$ cat config.mk
export PLATFORM = sky130hd
export DESIGN_NAME = edge_capture_unit
export DESIGN_NICKNAME = d
export VERILOG_FILES = /design/src/rtl/cap_pkg.sv /design/src/rtl/cap_sync.sv /design/src/rtl/cap_edge_det.sv /design/src/rtl/cap_channel.sv /design/src/rtl/edge_capture_unit.sv
export SDC_FILE = /design/constraint.sdc
export NUM_CORES = 1
export LEC_CHECK = 0
export CAP_MARGIN = 20
export CORE_ASPECT_RATIO = 1.75
export CORE_UTILIZATION = 35
export CTS_CLUSTER_DIAMETER = 120
export DETAILED_ROUTE_END_ITERATION = 6
export PLACE_DENSITY = 0.67
export SLEW_MARGIN = 20
export SYNTH_ARGS = -nofsm -noshare
export SYNTH_HDL_FRONTEND = slang
export SYNTH_HIERARCHICAL = 1
export SYNTH_SLANG_ARGS = --single-unit
$ cat constraint.sdc
create_clock -name clk -period 2.3 [get_ports clk]
set_clock_uncertainty 0.2 [all_clocks]
set_input_delay 0.23 -clock clk [delete_from_list [all_inputs] [get_ports clk]]
set_output_delay 0.23 -clock clk [all_outputs]
set_load 0.02 [all_outputs]
$ cat src/rtl/cap_pkg.sv
// Package: shared types for the input capture unit.
// Holds the per-channel mode encoding; the numeric values are part of the
// programming interface and must not be reordered.
package cap_pkg;

    localparam int MODE_W = 2;

    typedef enum logic [MODE_W-1:0] {
        CAP_OFF  = 2'd0,
        CAP_RISE = 2'd1,
        CAP_FALL = 2'd2,
        CAP_BOTH = 2'd3
    } cap_mode_e;

endpackage

$ cat src/rtl/cap_sync.sv
// Module: cap_sync
// Multi-stage synchronizer that brings one asynchronous level into the clk
// domain. Assumes STAGES >= 2 and that the input is a slow level signal, so
// a pulse narrower than one clock may be missed. Resets to low.
module cap_sync #(
    parameter int STAGES = 2
) (
    input  logic clk,
    input  logic rst_n,
    input  logic async_i,
    output logic sync_o
);

    logic [STAGES-1:0] chain_q;

    // Shift the raw level through the flop chain.
    always_ff @(posedge clk) begin
        if (!rst_n) begin
            chain_q <= '0;
        end else begin
            chain_q <= {chain_q[STAGES-2:0], async_i};
        end
    end

    assign sync_o = chain_q[STAGES-1];

endmodule

$ cat src/rtl/cap_edge_det.sv
// Module: cap_edge_det
// Keeps a one-cycle history of the synchronized level and flags the
// transitions the current mode asks for. The history register updates in
// every mode, so enabling a channel never produces a stale edge.
module cap_edge_det
    import cap_pkg::*;
(
    input  logic      clk,
    input  logic      rst_n,
    input  logic      level_i,
    input  cap_mode_e mode_i,
    output logic      hit_o
);

    logic prev_q;
    logic rise;
    logic fall;

    // Remember last cycle's level regardless of mode.
    always_ff @(posedge clk) begin
        if (!rst_n) begin
            prev_q <= 1'b0;
        end else begin
            prev_q <= level_i;
        end
    end

    assign rise = level_i & ~prev_q;
    assign fall = ~level_i & prev_q;

    // Select the qualifying transition for the programmed mode.
    always_comb begin
        unique case (mode_i)
            CAP_OFF:  hit_o = 1'b0;
            CAP_RISE: hit_o = rise;
            CAP_FALL: hit_o = fall;
            CAP_BOTH: hit_o = rise | fall;
            default:  hit_o = 1'b0;
        endcase
    end

    AST_OFF_NO_HIT: assert property (@(posedge clk) disable iff (!rst_n)
        (mode_i == CAP_OFF) |-> !hit_o);
    AST_HIT_NEEDS_CHANGE: assert property (@(posedge clk) disable iff (!rst_n)
        hit_o |-> (level_i != $past(level_i)));
    AST_RISE_ONLY: assert property (@(posedge clk) disable iff (!rst_n)
        (hit_o && mode_i == CAP_RISE) |-> level_i);
    AST_FALL_ONLY: assert property (@(posedge clk) disable iff (!rst_n)
        (hit_o && mode_i == CAP_FALL) |-> !level_i);

endmodule

$ cat src/rtl/cap_channel.sv
// Module: cap_channel
// One capture channel: synchronizer, edge qualifier, timestamp register and
// event flag. Assumes count_i is synchronous to clk. A new capture always
// overwrites the timestamp; a capture beats a clear on the same edge.
module cap_channel
    import cap_pkg::*;
#(
    parameter int CNT_W       = 32,
    parameter int SYNC_STAGES = 2
) (
    input  logic             clk,
    input  logic             rst_n,
    input  logic             pin_i,
    input  cap_mode_e        mode_i,
    input  logic [CNT_W-1:0] count_i,
    input  logic             clr_i,
    input  logic             irq_en_i,
    output logic [CNT_W-1:0] cap_o,
    output logic             flag_o,
    output logic             irq_o
);

    logic             pin_sync;
    logic             hit;
    logic [CNT_W-1:0] cap_q;
    logic             flag_q;

    cap_sync #(
        .STAGES (SYNC_STAGES)
    ) u_sync (
        .clk     (clk),
        .rst_n   (rst_n),
        .async_i (pin_i),
        .sync_o  (pin_sync)
    );

    cap_edge_det u_edge (
        .clk     (clk),
        .rst_n   (rst_n),
        .level_i (pin_sync),
        .mode_i  (mode_i),
        .hit_o   (hit)
    );

    // Latch the counter on every qualifying edge.
    always_ff @(posedge clk) begin
        if (!rst_n) begin
            cap_q <= '0;
        end else if (hit) begin
            cap_q <= count_i;
        end
    end

    // Set the flag on capture, otherwise honour the clear strobe.
    always_ff @(posedge clk) begin
        if (!rst_n) begin
            flag_q <= 1'b0;
        end else if (hit) begin
            flag_q <= 1'b1;
        end else if (clr_i) begin
            flag_q <= 1'b0;
        end
    end

    assign cap_o  = cap_q;
    assign flag_o = flag_q;
    assign irq_o  = flag_q & irq_en_i;

    AST_CAP_LOADS: assert property (@(posedge clk) disable iff (!rst_n)
        hit |=> (cap_o == $past(count_i)));
    AST_CAP_HOLDS: assert property (@(posedge clk) disable iff (!rst_n)
        !hit |=> $stable(cap_o));
    AST_FLAG_SET_WINS: assert property (@(posedge clk) disable iff (!rst_n)
        hit |=> flag_o);
    AST_FLAG_CLEARS: assert property (@(posedge clk) disable iff (!rst_n)
        (clr_i && !hit) |=> !flag_o);
    AST_FLAG_ONLY_ON_HIT: assert property (@(posedge clk) disable iff (!rst_n)
        $rose(flag_o) |-> $past(hit));
    AST_IRQ_GATED: assert property (@(posedge clk) disable iff (!rst_n)
        irq_o |-> (flag_o && irq_en_i));

endmodule

$ cat src/rtl/edge_capture_unit.sv
// Module: edge_capture_unit
// Top of the input capture unit: NUM_CH independent channels sharing one
// counter input. Mode fields are packed at a MODE_W-bit stride, channel n at
// bits [MODE_W*n +: MODE_W]; capture values are packed at a CNT_W stride.
// Assumes the counter and all strobes are synchronous to clk.
module edge_capture_unit
    import cap_pkg::*;
#(
    parameter int NUM_CH      = 2,
    parameter int CNT_W       = 32,
    parameter int SYNC_STAGES = 2
) (
    input  logic                      clk,
    input  logic                      rst_n,
    input  logic [CNT_W-1:0]          count_i,
    input  logic [NUM_CH-1:0]         pin_i,
    input  logic [NUM_CH*MODE_W-1:0]  mode_i,
    input  logic [NUM_CH-1:0]         irq_en_i,
    input  logic [NUM_CH-1:0]         flag_clr_i,
    output logic [NUM_CH*CNT_W-1:0]   cap_o,
    output logic [NUM_CH-1:0]         flag_o,
    output logic [NUM_CH-1:0]         irq_o
);

    localparam int CAP_BITS = NUM_CH * CNT_W;

    logic [CAP_BITS-1:0] cap_all;

    // One channel per pin, each decoding its own slice of the mode word.
    for (genvar g = 0; g < NUM_CH; g++) begin : g_ch
        cap_mode_e ch_mode;
        assign ch_mode = cap_mode_e'(mode_i[g*MODE_W +: MODE_W]);

        cap_channel #(
            .CNT_W       (CNT_W),
            .SYNC_STAGES (SYNC_STAGES)
        ) u_ch (
            .clk      (clk),
            .rst_n    (rst_n),
            .pin_i    (pin_i[g]),
            .mode_i   (ch_mode),
            .count_i  (count_i),
            .clr_i    (flag_clr_i[g]),
            .irq_en_i (irq_en_i[g]),
            .cap_o    (cap_all[g*CNT_W +: CNT_W]),
            .flag_o   (flag_o[g]),
            .irq_o    (irq_o[g])
        );
    end

    assign cap_o = cap_all;

    AST_RESET_CLEAN: assert property (@(posedge clk)
        !rst_n |=> (flag_o == '0 && cap_o == '0));

endmodule

; ---- Word-level counts from Yosys, hierarchy flattened
; Cells that the tools add are included.
; Widths: inputs -> output; s select.
[totals]
out_inout_bits = 68
ram_bits = 0
n_memories = 0
register_bits = 72
mem_bits_ro = 0
wordCells = 36
inputBits = 44
latchBits = 0
[classes]
eq_ne = 6
n_lt_le_gt_ge = 0
n_reduce_logical = 4
n_addsub = 0
muxes = 6
bitwise = 12
n_shift = 0
multipliers = 0
div = 0
[ops]
columns = cell, n
row1 = $eq 2x2->1 const B, 4
row2 = $pmux 1 s4, 2
row3 = $and 1x1->1, 6
row4 = $eq 2x1->1 const B, 2
row5 = $logic_not 2->1, 2
row6 = $mux 1, 4
row7 = $not 1->1, 4
row8 = $reduce_bool 2->1, 2
row9 = $or 1x1->1, 2

; ---- Longest topological paths before layout
; Gate-level depths: netlist of the first run.
[depth]
depth_word = 5
ltp_mapped = 9

; ---- Modules after synthesis
; The synthesis of the first run kept the hierarchy.
[by_module_without_submodules]
columns = module, instances, area_per_inst_um2, seq_area_each_um2, cells_per_inst
row1 = cap_channel, 2, 1283.7, 660.6, 107
row2 = cap_edge_det, 2, 85.1, 20.0, 11
row3 = cap_sync, 2, 52.6, 40.0, 4

; ---- Worst setup path after synthesis of the first run
; No wires, ideal clock.
[synth_timing]
kind = reg2reg
startpoint = reg g_ch[0].u_ch.u_sync.chain_q[1]
endpoint = reg g_ch[0].u_ch.cap_q[0]
n_path_buf = 2
required_time_ps = 1984
path_slack_ps = 580
setup_time_ps = 116
arrival_time_ps = 1404
path_stages_with_launch = 10
cell_sequence = dfxtp_1 inv_1 ha_1 nor2b_1 o21ai_1 o21ai_1 buf_6 buf_12 mux2i_1 nor2b_1
[synth_via]
elab_chain_len = 4
[synth_rtl]
columns = element, line
row1 = "start, declared", cap_sync.sv:14  ; logic [STAGES-1:0] chain_q;
row2 = "start signal, assigned", cap_sync.sv:21  ; chain_q <= {chain_q[STAGES-2:0], async_i};
row3 = $not 1->1, cap_edge_det.sv:29  ; assign fall = ~level_i & prev_q;
row4 = $and 1x1->1, cap_edge_det.sv:29
row5 = $or 1x1->1, cap_edge_det.sv:37  ; CAP_BOTH: hit_o = rise | fall;
row6 = $pmux 1 s4 *, cap_edge_det.sv:33  ; unique case (mode_i)
row7 = net g_ch[0].u_ch.hit, cap_channel.sv:24  ; logic hit;
row8 = "end signal, assigned", cap_channel.sv:50  ; cap_q <= count_i;
row9 = "end, declared", cap_channel.sv:25  ; logic [CNT_W-1:0] cap_q;
; Mark *: on every way through the listed nets, which the timed path passes. The rest lies on a longest branch.
; A chain may end at the register's enable or synchronous reset.

; ---- Worst setup path after layout of the first run
[layout_timing]
startpoint = reg g_ch[0].u_ch.u_sync.chain_q[1]
endpoint = reg g_ch[0].u_ch.cap_q[13]
; The elaborated chain is that of the path after synthesis.

==> results.sh, run 1 <==
export IMPL_p_leak_nw=1.44
export IMPL_yosys_area_top_type="dfxtp_1"
export IMPL_synth_area_um2=2840
export IMPL_rows=43
export IMPL_crit_type="flip-flop to flip-flop"
export IMPL_cts_tree="built"
export IMPL_synthToLayoutAreaGrowth_pct=49.9
export IMPL_diodes=0
export IMPL_cts_max_path_buffers=2
export IMPL_coreArea_um2=7910
export IMPL_fp_dieH_um=121
export IMPL_vias=2020
export IMPL_power_frac_comb_pct=12.8
export IMPL_ys_ff_latch=72
export IMPL_synthTopCellsByArea="dfxtp_1 (51%), mux2i_1 (23%), nor2b_1 (15%)"
export IMPL_gp_congestion=0.681
export IMPL_syn_mean_instance_area_um2=11.7
export IMPL_die_area_um2=8500
export IMPL_fp_dieW_um=70.1
export IMPL_syn_nets=292
export IMPL_min_period_ns=1.89
export IMPL_cts_resized_gates=0
export IMPL_holdCritPathClass="input pin to flip-flop"
export IMPL_hold_ws_ns=0.194
export IMPL_cp_max_fo=18
export IMPL_initial_utilization_pct=35.9
export IMPL_antenna_left=0
export IMPL_drtIter0Drc=59
export IMPL_cts_hold_buf=0
export IMPL_fin_crit_sh_pct=82.3
export IMPL_drive_gt1_share_pct=5.28
export IMPL_clk_latency_ns=0.32
export IMPL_pwr_share_clk_pct=41.7
export IMPL_dr_pass1_iters=4
export IMPL_power_density_nw_per_um2=678
export IMPL_fill_cells=691
export IMPL_hold_depth=2
export IMPL_grt_max_degree=41
export IMPL_cp_arrival_ns=1.91
export IMPL_clkTransAtPathRegs_ns=0.05
export IMPL_finalHoldViolations=0
export IMPL_ioPinCount=112
export IMPL_root_buffer="clkbuf_16"
export IMPL_synth_warnings=6
export IMPL_power_share_switching_pct=22.1
export IMPL_rsz0062_at_grt="no"
export IMPL_grt_antenna_before_repair=0
export IMPL_numCtsBuffers=9
export IMPL_relSlewSlack_pct=67.5
export IMPL_routed_wl_um=6040
export IMPL_cts_sinks=72
export IMPL_dpl_hpwl_um=4290
export IMPL_fin_setup_tns_ns=0
export IMPL_fmax_ghz=0.528
export IMPL_grt_util_all_layers_pct=15.0
export IMPL_finalMaxSlewViolations=0
export IMPL_crit_required_ns=2.31
export IMPL_cap_violations=0
export IMPL_layout_nets=405
export IMPL_seqPwrFrac_pct=45.5
export IMPL_wl_per_cell_um=13.4
export IMPL_peakVddDrop_uv=417
export IMPL_p_switching_mw=0.640
export IMPL_post_route_drc_count=0
export IMPL_seq_area_frac_synth_pct=50.7
export IMPL_grt_overflow=0
export IMPL_outcome="finished, final reports clean"
export IMPL_setup_violations=0
export IMPL_r2r_cells=8
export IMPL_intPower_mw=2.25
export IMPL_io_buffers=111
export IMPL_netlist_instances=244
export IMPL_grt_pass1_vias=1980
export IMPL_grt_pass1_wl_um=9700
export IMPL_vias_per_cell=4.49
export IMPL_postCtsSetupRepairBufs=0
export IMPL_synth_top_area_share_pct=50.7
export IMPL_synth_cell_types=12
export IMPL_crit_path_start_kind="flip-flop"
export IMPL_endpoint_kind="flip-flop"
export IMPL_tightest_slew_ns=0.487
export IMPL_htree_num_levels=3
==> cell type report <==
type / count / area (um2) / share of cell area, %
clock buffers: 13 / 250 / 5.87
inverters: 4 / 15.0 / 0.352
well taps: 90 / 113 / 2.64
flip-flops and latches: 72 / 1440 / 33.8
clock inverters: 1 / 5.00 / 0.117
multi-input cells: 154 / 1240 / 29.2
repair buffers: 116 / 1190 / 28.0
==> layout by cell type, fill, tap and decap left out <==
cell type          n
mux2i_1           64
o21ai_1            2
buf_2              1
nand2_1            2
inv_1              4
clkbuf_8           1
and2_1             8
clkbuf_1           3
o21ai_4            2
ha_1               4
clkbuf_16          9
dfxtp_1           72
o21a_1             2
clkdlybuf4s50_1  110
nor2b_1           70
clkinv_2           1
buf_4              1
buf_12             4
==> through the flow <==
step / power [mW] / instance area, um2 / util [%] / worst slack [ns] / cells
3_5_place_dp: 1.71 / 4010 / 50.7 / 0.296 / 436
3_3_place_gp: 1.71 / 4010 / 50.7 / 0.346 / 436
4_1_cts: 2.94 / 4260 / 53.9 / 0.364 / 450
6_report: 2.89 / 4260 / 53.9 / 0.407 / 450
2_1_floorplan: 1.53 / 2840 / - / 0.580 / 244
5_1_grt: 3.01 / 4260 / 53.9 / 0.208 / 450
==> kinds of logic (layout without fill, tap and decap cells) <==
logic type	Yosys count	after routing	share of synthesized area (%)
compound gates	6	6	1.23
fa+ha+maj	4	4	1.76
buf+inv	18	134	6.34
flops	72	72	50.7
mux	64	64	22.5
simple gates	80	80	17.4
==> flip-flops by register name (all words and copies together), names as in the netlist <==
name,count
g_ch.u_ch/u_edge/prev_q,2
g_ch.u_ch/u_sync/chain_q,4
g_ch.u_ch/flag_o,2
g_ch.u_ch/cap_o,64
==> cells in the mapped netlist (all sizes together) <==
library cell	count
dfxtp	72
nor2b	70
mux2i	64
and2	8
buf	8
clkbuf	6
ha	4
inv	4
o21ai	4
nand2	2
o21a	2
==> final timing paths <==
check | start | slack [ns] | to
worst max register to register | g_ch[0].u_ch/u_sync/chain_q[1] | 0.41 | g_ch[0].u_ch/cap_o[13]
worst max-delay path | g_ch[0].u_ch/u_sync/chain_q[1] | 0.41 | g_ch[0].u_ch/cap_o[13]
worst min register to register | g_ch[1].u_ch/u_sync/chain_q[0] | 0.23 | g_ch[1].u_ch/u_sync/chain_q[1]
worst min-delay path | rst_n | 0.19 | g_ch[1].u_ch/flag_o
==> power by group through the flow <==
stage                     combinational (mW)  sequential [mW]  clock [mW]
after floorplan                        0.147             1.39           0
after global placement                 0.372             1.34           0
after detailed placement               0.375             1.34           0
after CTS                              0.376             1.31        1.25
after global routing                   0.397             1.32        1.30
final                                  0.370             1.31        1.21
==> layer usage <==
metal | vias up | wire length (um) | track usage, %
met1 | 913 | 2350 | 16.6
met5 | - | 0 | 0
li1 | 1025 | - | -
met4 | 0 | 157 | 8.75
met2 | 71 | 3150 | 24.6
met3 | 11 | 380 | 4.90
==> critical path: stages (launching register included) <==
cell and delay (ns):
dfxtp_1 0.34, inv_1 0.05, ha_1 0.28, nor2b_1 0.11, o21ai_1 0.11, o21ai_4 0.17, buf_12 0.23, mux2i_1 0.22
nor2b_1 0.06
Note: power is estimated with default switching activity, not from simulation.
==> inputs of run 2 (changes only) <==
--- a/config.mk
+++ b/config.mk
@@ -10,7 +10,7 @@
 export CORE_UTILIZATION = 35
 export CTS_CLUSTER_DIAMETER = 120
 export DETAILED_ROUTE_END_ITERATION = 6
-export PLACE_DENSITY = 0.67
+export PLACE_DENSITY = 0.69
 export SLEW_MARGIN = 20
 export SYNTH_ARGS = -nofsm -noshare
 export SYNTH_HDL_FRONTEND = slang
==> constraint.sdc (replaced) <==
create_clock -name clk -period 1.7 [get_ports clk]
set_clock_uncertainty 0.2 [all_clocks]
set_input_delay 0.17 -clock clk [delete_from_list [all_inputs] [get_ports clk]]
set_output_delay 0.17 -clock clk [all_outputs]
set_load 0.02 [all_outputs]
==> run 2 against run 1 <==
Effect of this change:
- the run now ends with setup timing left
- cell area is 6.7% higher
- first-iteration DRC count is 49% lower
- sequential share of layout area is 1.9 points lower
- sequential cell count stayed put
- largest power group unchanged
- highest routed layer unchanged
==> results.sh, run 2 (synthesis gave the netlist of run 1 again) <==
export IMPL_outcome="complete, but fails checks"
export IMPL_failed_checks="setup timing"
export IMPL_p_leak_nw=1.59
export IMPL_max_stage_delay_ns=0.34
export IMPL_r2r_start="g_ch[1].u_ch/u_sync/chain_q[1]"
export IMPL_multi_input_area_um2=1330
export IMPL_clkTransAtPathRegs_ns=0.05
export IMPL_cp_arrival_ns=1.80
export IMPL_finalMaxSlewViolations=0
export IMPL_pwr_share_clk_pct=42.1
export IMPL_cap_violations=0
export IMPL_hold_ws_ns=0.151
export IMPL_fin_crit_sh_pct=105
export IMPL_die_area_um2=8500
export IMPL_io_buffers=111
export IMPL_grt_antenna_before_repair=0
export IMPL_dpl_hpwl_um=4450
export IMPL_setup_ws_ns=-0.0812
export IMPL_setup_violations=51
export IMPL_cts_max_path_buffers=2
export IMPL_place_ws_ns=-0.164
export IMPL_peakVddDrop_uv=632
export IMPL_crit_required_ns=1.72
export IMPL_crit_type="flip-flop to flip-flop"
export IMPL_gp_congestion=0.703
export IMPL_clk_latency_ns=0.32
export IMPL_numCtsBuffers=9
export IMPL_min_delay_start="rst_n"
export IMPL_initial_utilization_pct=35.9
export IMPL_cts_tree="built"
export IMPL_fin_setup_tns_ns=-2.27
export IMPL_vias_per_cell=4.54
export IMPL_diodes=0
export IMPL_grt_pass1_vias=2128
export IMPL_r2r_cells=9
export IMPL_grt_max_degree=37
export IMPL_fp_dieW_um=70.1
export IMPL_cpMaxStageDelayCell="dfxtp_2"
export IMPL_antenna_left=0
export IMPL_seqPwrFrac_pct=44.0
export IMPL_fill_cells=698
export IMPL_cp_max_fo=7
export IMPL_cts_sinks=72
export IMPL_crit_family="buffers and inverters"
export IMPL_power_density_nw_per_um2=889
export IMPL_vias=2098
export IMPL_power_frac_comb_pct=13.9
export IMPL_dr_pass1_iters=4
export IMPL_rows=43
export IMPL_final_common_cell="clkdlybuf4s50_1"
export IMPL_fmax_ghz=0.561
export IMPL_grt_overflow=0
export IMPL_root_buffer="clkbuf_16"
export IMPL_rsz0062_at_grt="yes"
export IMPL_drtIter0Drc=30
export IMPL_grt_util_all_layers_pct=16.1
export IMPL_synthToLayoutAreaGrowth_pct=59.9
export IMPL_layout_nets=416
export IMPL_finalHoldViolations=0
export IMPL_routed_wl_um=6810
export IMPL_min_to="g_ch[1].u_ch/flag_o"
export IMPL_p_switching_mw=0.904
export IMPL_holdCritPathClass="input pin to flip-flop"
export IMPL_min_period_ns=1.78
export IMPL_intPower_mw=3.14
export IMPL_drive_gt1_share_pct=12.6
export IMPL_grt_pass1_wl_um=10400
export IMPL_power_share_switching_pct=22.4
export IMPL_most_common_layout_cells="clkdlybuf4s50_1 (106), dfxtp_1 (68), nor2b_1 (66)"
export IMPL_htree_num_levels=3
export IMPL_dpl_cell_area_um2=4040
export IMPL_ioPinCount=112
export IMPL_rr_endpoint="g_ch[1].u_ch/cap_o[5]"
export IMPL_cts_hold_buf=0
export IMPL_relSlewSlack_pct=75.6
export IMPL_fp_dieH_um=121
export IMPL_startpoint="g_ch[1].u_ch/u_sync/chain_q[1]"
export IMPL_ff2ff_setup_slack_ns=-0.08
export IMPL_critPathBufInv=3
export IMPL_total_power_mw=4.04
export IMPL_hold_depth=3
export IMPL_crit_chain="inv_2 > ha_4 > nor2b_4 > o21ai_2 > o21ai_4 > buf_12 > clkbuf_16 > mux2i_1 > nor2b_1"
export IMPL_final_area_um2=4550
export IMPL_post_route_drc_count=0
export IMPL_coreArea_um2=7910
export IMPL_largest_reg_flops=64
export IMPL_wl_per_cell_um=14.7
export IMPL_ff_latch_area_um2=1450
export IMPL_crit_path_start_kind="flip-flop"
export IMPL_endpoint_kind="flip-flop"
export IMPL_tightest_slew_ns=0.365
[run 2: what timing repair did]
item / 4_1_cts / 5_1_grt
gates cloned: 2 / 2
pin swaps: 1 / 6
setup buffers: 2 / 1
resized for setup: 25 / 6
setup endpoints to repair: 66 / 68
[run 2: how the worst max path moves through the flow]
stage                             end  slack, ns  cells past startpoint
4_1_cts         g_ch[1].u_ch/cap_o[5]      -0.06                      8
5_1_grt        g_ch[1].u_ch/cap_o[31]      -0.16                      9
3_3_place_gp   g_ch[0].u_ch/cap_o[10]      -0.13                      7
2_1_floorplan   g_ch[0].u_ch/cap_o[0]      0.004                      9
3_5_place_dp   g_ch[1].u_ch/cap_o[27]      -0.16                      7
6_report        g_ch[1].u_ch/cap_o[5]      -0.08                      9
[run 2: per-stage QoR]
step	utilization [%]	instances
after floorplan	-	244
after global placement	51.1	440
after detailed placement	51.1	440
after CTS	56.5	459
after global routing	57.5	462
final	57.5	462
[run 2: power groups by stage]
stage / clock (mW) / sequential, mW / combinational, mW
6_report: 1.70 / 1.78 / 0.561
5_1_grt: 1.81 / 1.78 / 0.597
4_1_cts: 1.74 / 1.78 / 0.548
3_5_place_dp: 0 / 1.81 / 0.514
3_3_place_gp: 0 / 1.81 / 0.511
2_1_floorplan: 0 / 1.87 / 0.199
[run 2: tightest hold or removal path: cells and delay by family]
family / cells / cell delay, ns
compound gates: 1 / 0.13
buf+inv: 2 / 0.31
[run 2: final cells by class]
| type | count | area share (%) |
|---|---|---|
| Timing Repair Buffer | 127 | 30.3 |
| Tap cell | 90 | 2.48 |
| Sequential cell | 72 | 31.9 |
| Clock buffer | 15 | 5.89 |
| Inverter | 4 | 0.330 |
| Multi-Input combinational cell | 154 | 29.2 |
[run 2: routing by layer]
layer,wire length [um],global-route usage (%)
met5,0,0
met3,486,5.40
met2,3530,27.6
met4,162,9.75
met1,2630,16.9
==> inputs of run 3 (changes only) <==
--- a/config.mk
+++ b/config.mk
@@ -7,10 +7,10 @@
 export LEC_CHECK = 0
 export CAP_MARGIN = 20
 export CORE_ASPECT_RATIO = 1.75
-export CORE_UTILIZATION = 35
+export CORE_UTILIZATION = 39
 export CTS_CLUSTER_DIAMETER = 120
 export DETAILED_ROUTE_END_ITERATION = 6
-export PLACE_DENSITY = 0.69
+export PLACE_DENSITY = 0.76
 export SLEW_MARGIN = 20
 export SYNTH_ARGS = -nofsm -noshare
 export SYNTH_HDL_FRONTEND = slang
==> run 3 against run 2 <==
Effect of this change:
- sequential power is essentially flat
- wire length shrank 3.0%
- largest power group unchanged
- critical path depth is the same
- the run still ends with setup timing left
- final cell count shrank 1.9%
- cell area shrank 0.25%
- global-route usage grew 2.3 points
- sequential share of layout area is essentially flat
- critical endpoint is now g_ch[0].u_ch/cap_o[12]
- via count shrank 1.4%
- worst hold slack lost 0.0049 ns
- clock-buffer cell count shrank 3
- power shrank 2.8%
- utilization grew 7.7 points
==> results.sh, run 3 (synthesis gave the netlist of run 1 again) <==
export IMPL_final_core_util_pct=65.2
export IMPL_max_stage_delay_ns=0.34
export IMPL_total_power_mw=3.93
export IMPL_ff2ff_setup_slack_ns=-0.08
export IMPL_min_delay_start="rst_n"
export IMPL_drtIter0Drc=71
export IMPL_cts_tree="built"
export IMPL_failed_checks="setup timing"
export IMPL_p_leak_nw=1.57
export IMPL_endpoint_kind="flip-flop"
export IMPL_pwr_share_clk_pct=40.3
export IMPL_fmax_ghz=0.561
export IMPL_crit_chain="inv_2 > ha_4 > nor2b_4 > o21ai_4 > o21ai_4 > buf_12 > clkbuf_16 > mux2i_1 > nor2b_1"
export IMPL_hold_depth=3
export IMPL_die_area_um2=7650
export IMPL_met1_length_um=2600
export IMPL_antenna_left=0
export IMPL_final_area_um2=4530
export IMPL_relSlewSlack_pct=78.2
export IMPL_wl_per_cell_um=14.6
export IMPL_cts_hold_buf=0
export IMPL_finalMaxSlewViolations=0
export IMPL_dr_pass1_iters=4
export IMPL_vias_per_cell=4.57
export IMPL_cp_arrival_ns=1.79
export IMPL_most_common_layout_cells="clkdlybuf4s50_1 (106), dfxtp_1 (68), nor2b_1 (66)"
export IMPL_dpl_cell_area_um2=4030
export IMPL_cts_max_path_buffers=2
export IMPL_grt_overflow=0
export IMPL_numCtsBuffers=9
export IMPL_fp_dieH_um=115
export IMPL_grt_antenna_before_repair=0
export IMPL_r2r_start="g_ch[0].u_ch/u_sync/chain_q[1]"
export IMPL_fp_dieW_um=66.5
export IMPL_power_frac_comb_pct=14.4
export IMPL_clkTransAtPathRegs_ns=0.05
export IMPL_cp_max_fo=6
export IMPL_post_route_drc_count=0
export IMPL_fill_cells=589
export IMPL_io_buffers=111
export IMPL_fin_crit_sh_pct=105
export IMPL_cap_violations=0
export IMPL_dpl_hpwl_um=4320
export IMPL_crit_path_start_kind="flip-flop"
export IMPL_intPower_mw=3.04
export IMPL_r2r_cells=9
export IMPL_outcome="complete, but fails checks"
export IMPL_grt_util_all_layers_pct=18.4
export IMPL_rsz0062_at_grt="yes"
export IMPL_finalHoldViolations=0
export IMPL_min_period_ns=1.78
export IMPL_place_ws_ns=-0.165
export IMPL_crit_family="flip-flops"
export IMPL_crit_top_cell="o21ai_4"
export IMPL_power_share_switching_pct=22.5
export IMPL_multi_input_area_um2=1340
export IMPL_gp_congestion=0.702
export IMPL_grt_pass1_vias=2193
export IMPL_tightest_slew_ns=0.326
export IMPL_critPathBufInv=3
export IMPL_diodes=0
export IMPL_initial_utilization_pct=40.9
export IMPL_routed_wl_met3_um=339
export IMPL_vias=2068
export IMPL_peakVddDrop_uv=750
export IMPL_grt_max_degree=39
export IMPL_htree_num_levels=3
export IMPL_cts_sinks=72
export IMPL_min_to="g_ch[0].u_ch/flag_o"
export IMPL_root_buffer="clkbuf_16"
export IMPL_p_switching_mw=0.885
export IMPL_place_inst=432
export IMPL_hold_ws_ns=0.146
export IMPL_rows=40
export IMPL_ioPinCount=112
export IMPL_drive_gt1_share_pct=12.2
export IMPL_final_common_cell="clkdlybuf4s50_1"
export IMPL_rr_endpoint="g_ch[0].u_ch/cap_o[12]"
export IMPL_synthToLayoutAreaGrowth_pct=59.5
export IMPL_layout_nets=415
export IMPL_crit_type="flip-flop to flip-flop"
export IMPL_routed_wl_um=6600
export IMPL_ff_latch_area_um2=1450
export IMPL_coreArea_um2=6960
export IMPL_clk_latency_ns=0.32
export IMPL_top_layer_used="met4"
export IMPL_stdcell_count=453
export IMPL_fin_setup_tns_ns=-1.89
export IMPL_power_density_nw_per_um2=866
export IMPL_cpMaxStageDelayCell="dfxtp_2"
export IMPL_seqPwrFrac_pct=45.3
export IMPL_setup_ws_ns=-0.0812
export IMPL_crit_required_ns=1.71
export IMPL_met2_length_um=3540
export IMPL_grt_pass1_wl_um=10400
export IMPL_setup_violations=55
export IMPL_largest_reg_flops=64
export IMPL_holdCritPathClass="input pin to flip-flop"
## run 3: cell count changes in the layout (fill, tap and decap cells not counted), sizes merged
cell / delta
clkbuf: -3
clkinvlp: +1
buf: -1
## run 3: area by class of cell
type	count	share of cell area (%)
clock buffer	12	5.22
clock inverter	1	0.166
inverter	4	0.331
multi-input combinational	154	29.6
sequential	72	31.9
tap	84	2.32
timing repair buffer	126	30.5
## run 3: what timing repair did
item	CTS	global route
buffers inserted	4	2
gates resized for setup	25	8
pin swaps	5	1
gates cloned	3	1
endpoints found under the setup margin	67	68
## run 3: worst max path at each step
stage | cells after the start | slack, ns | start | to
6_report | 9 | -0.08 | g_ch[0].u_ch/u_sync/chain_q[1] | g_ch[0].u_ch/cap_o[12]
5_1_grt | 9 | -0.15 | g_ch[0].u_ch/u_sync/chain_q[1] | g_ch[0].u_ch/cap_o[12]
4_1_cts | 9 | -0.07 | g_ch[0].u_ch/u_sync/chain_q[1] | g_ch[0].u_ch/cap_o[23]
3_5_place_dp | 7 | -0.17 | mode_i[3] | g_ch[1].u_ch/cap_o[4]
3_3_place_gp | 7 | -0.10 | mode_i[1] | g_ch[0].u_ch/cap_o[24]
2_1_floorplan | 9 | 0.004 | g_ch[0].u_ch/u_sync/chain_q[1] | g_ch[0].u_ch/cap_o[0]
## run 3: layer usage
metal	vias up	track usage (%)
li1	1044	-
met1	946	19.3
met2	70	32.9
met3	8	4.86
met4	0	9.08
met5	-	0
## run 3: power groups by stage
stage | Clock (mW) | Combinational, mW | Sequential, mW
after floorplan | 0 | 0.199 | 1.87
after global placement | 0 | 0.505 | 1.81
after detailed placement | 0 | 0.511 | 1.81
after CTS | 1.63 | 0.563 | 1.78
after global routing | 1.70 | 0.603 | 1.79
final | 1.58 | 0.564 | 1.78
## run 3: tightest hold or removal path, cell delays in order
cell	delay (ns)
buf_2	0.10
buf_4	0.21
o21a_1	0.13
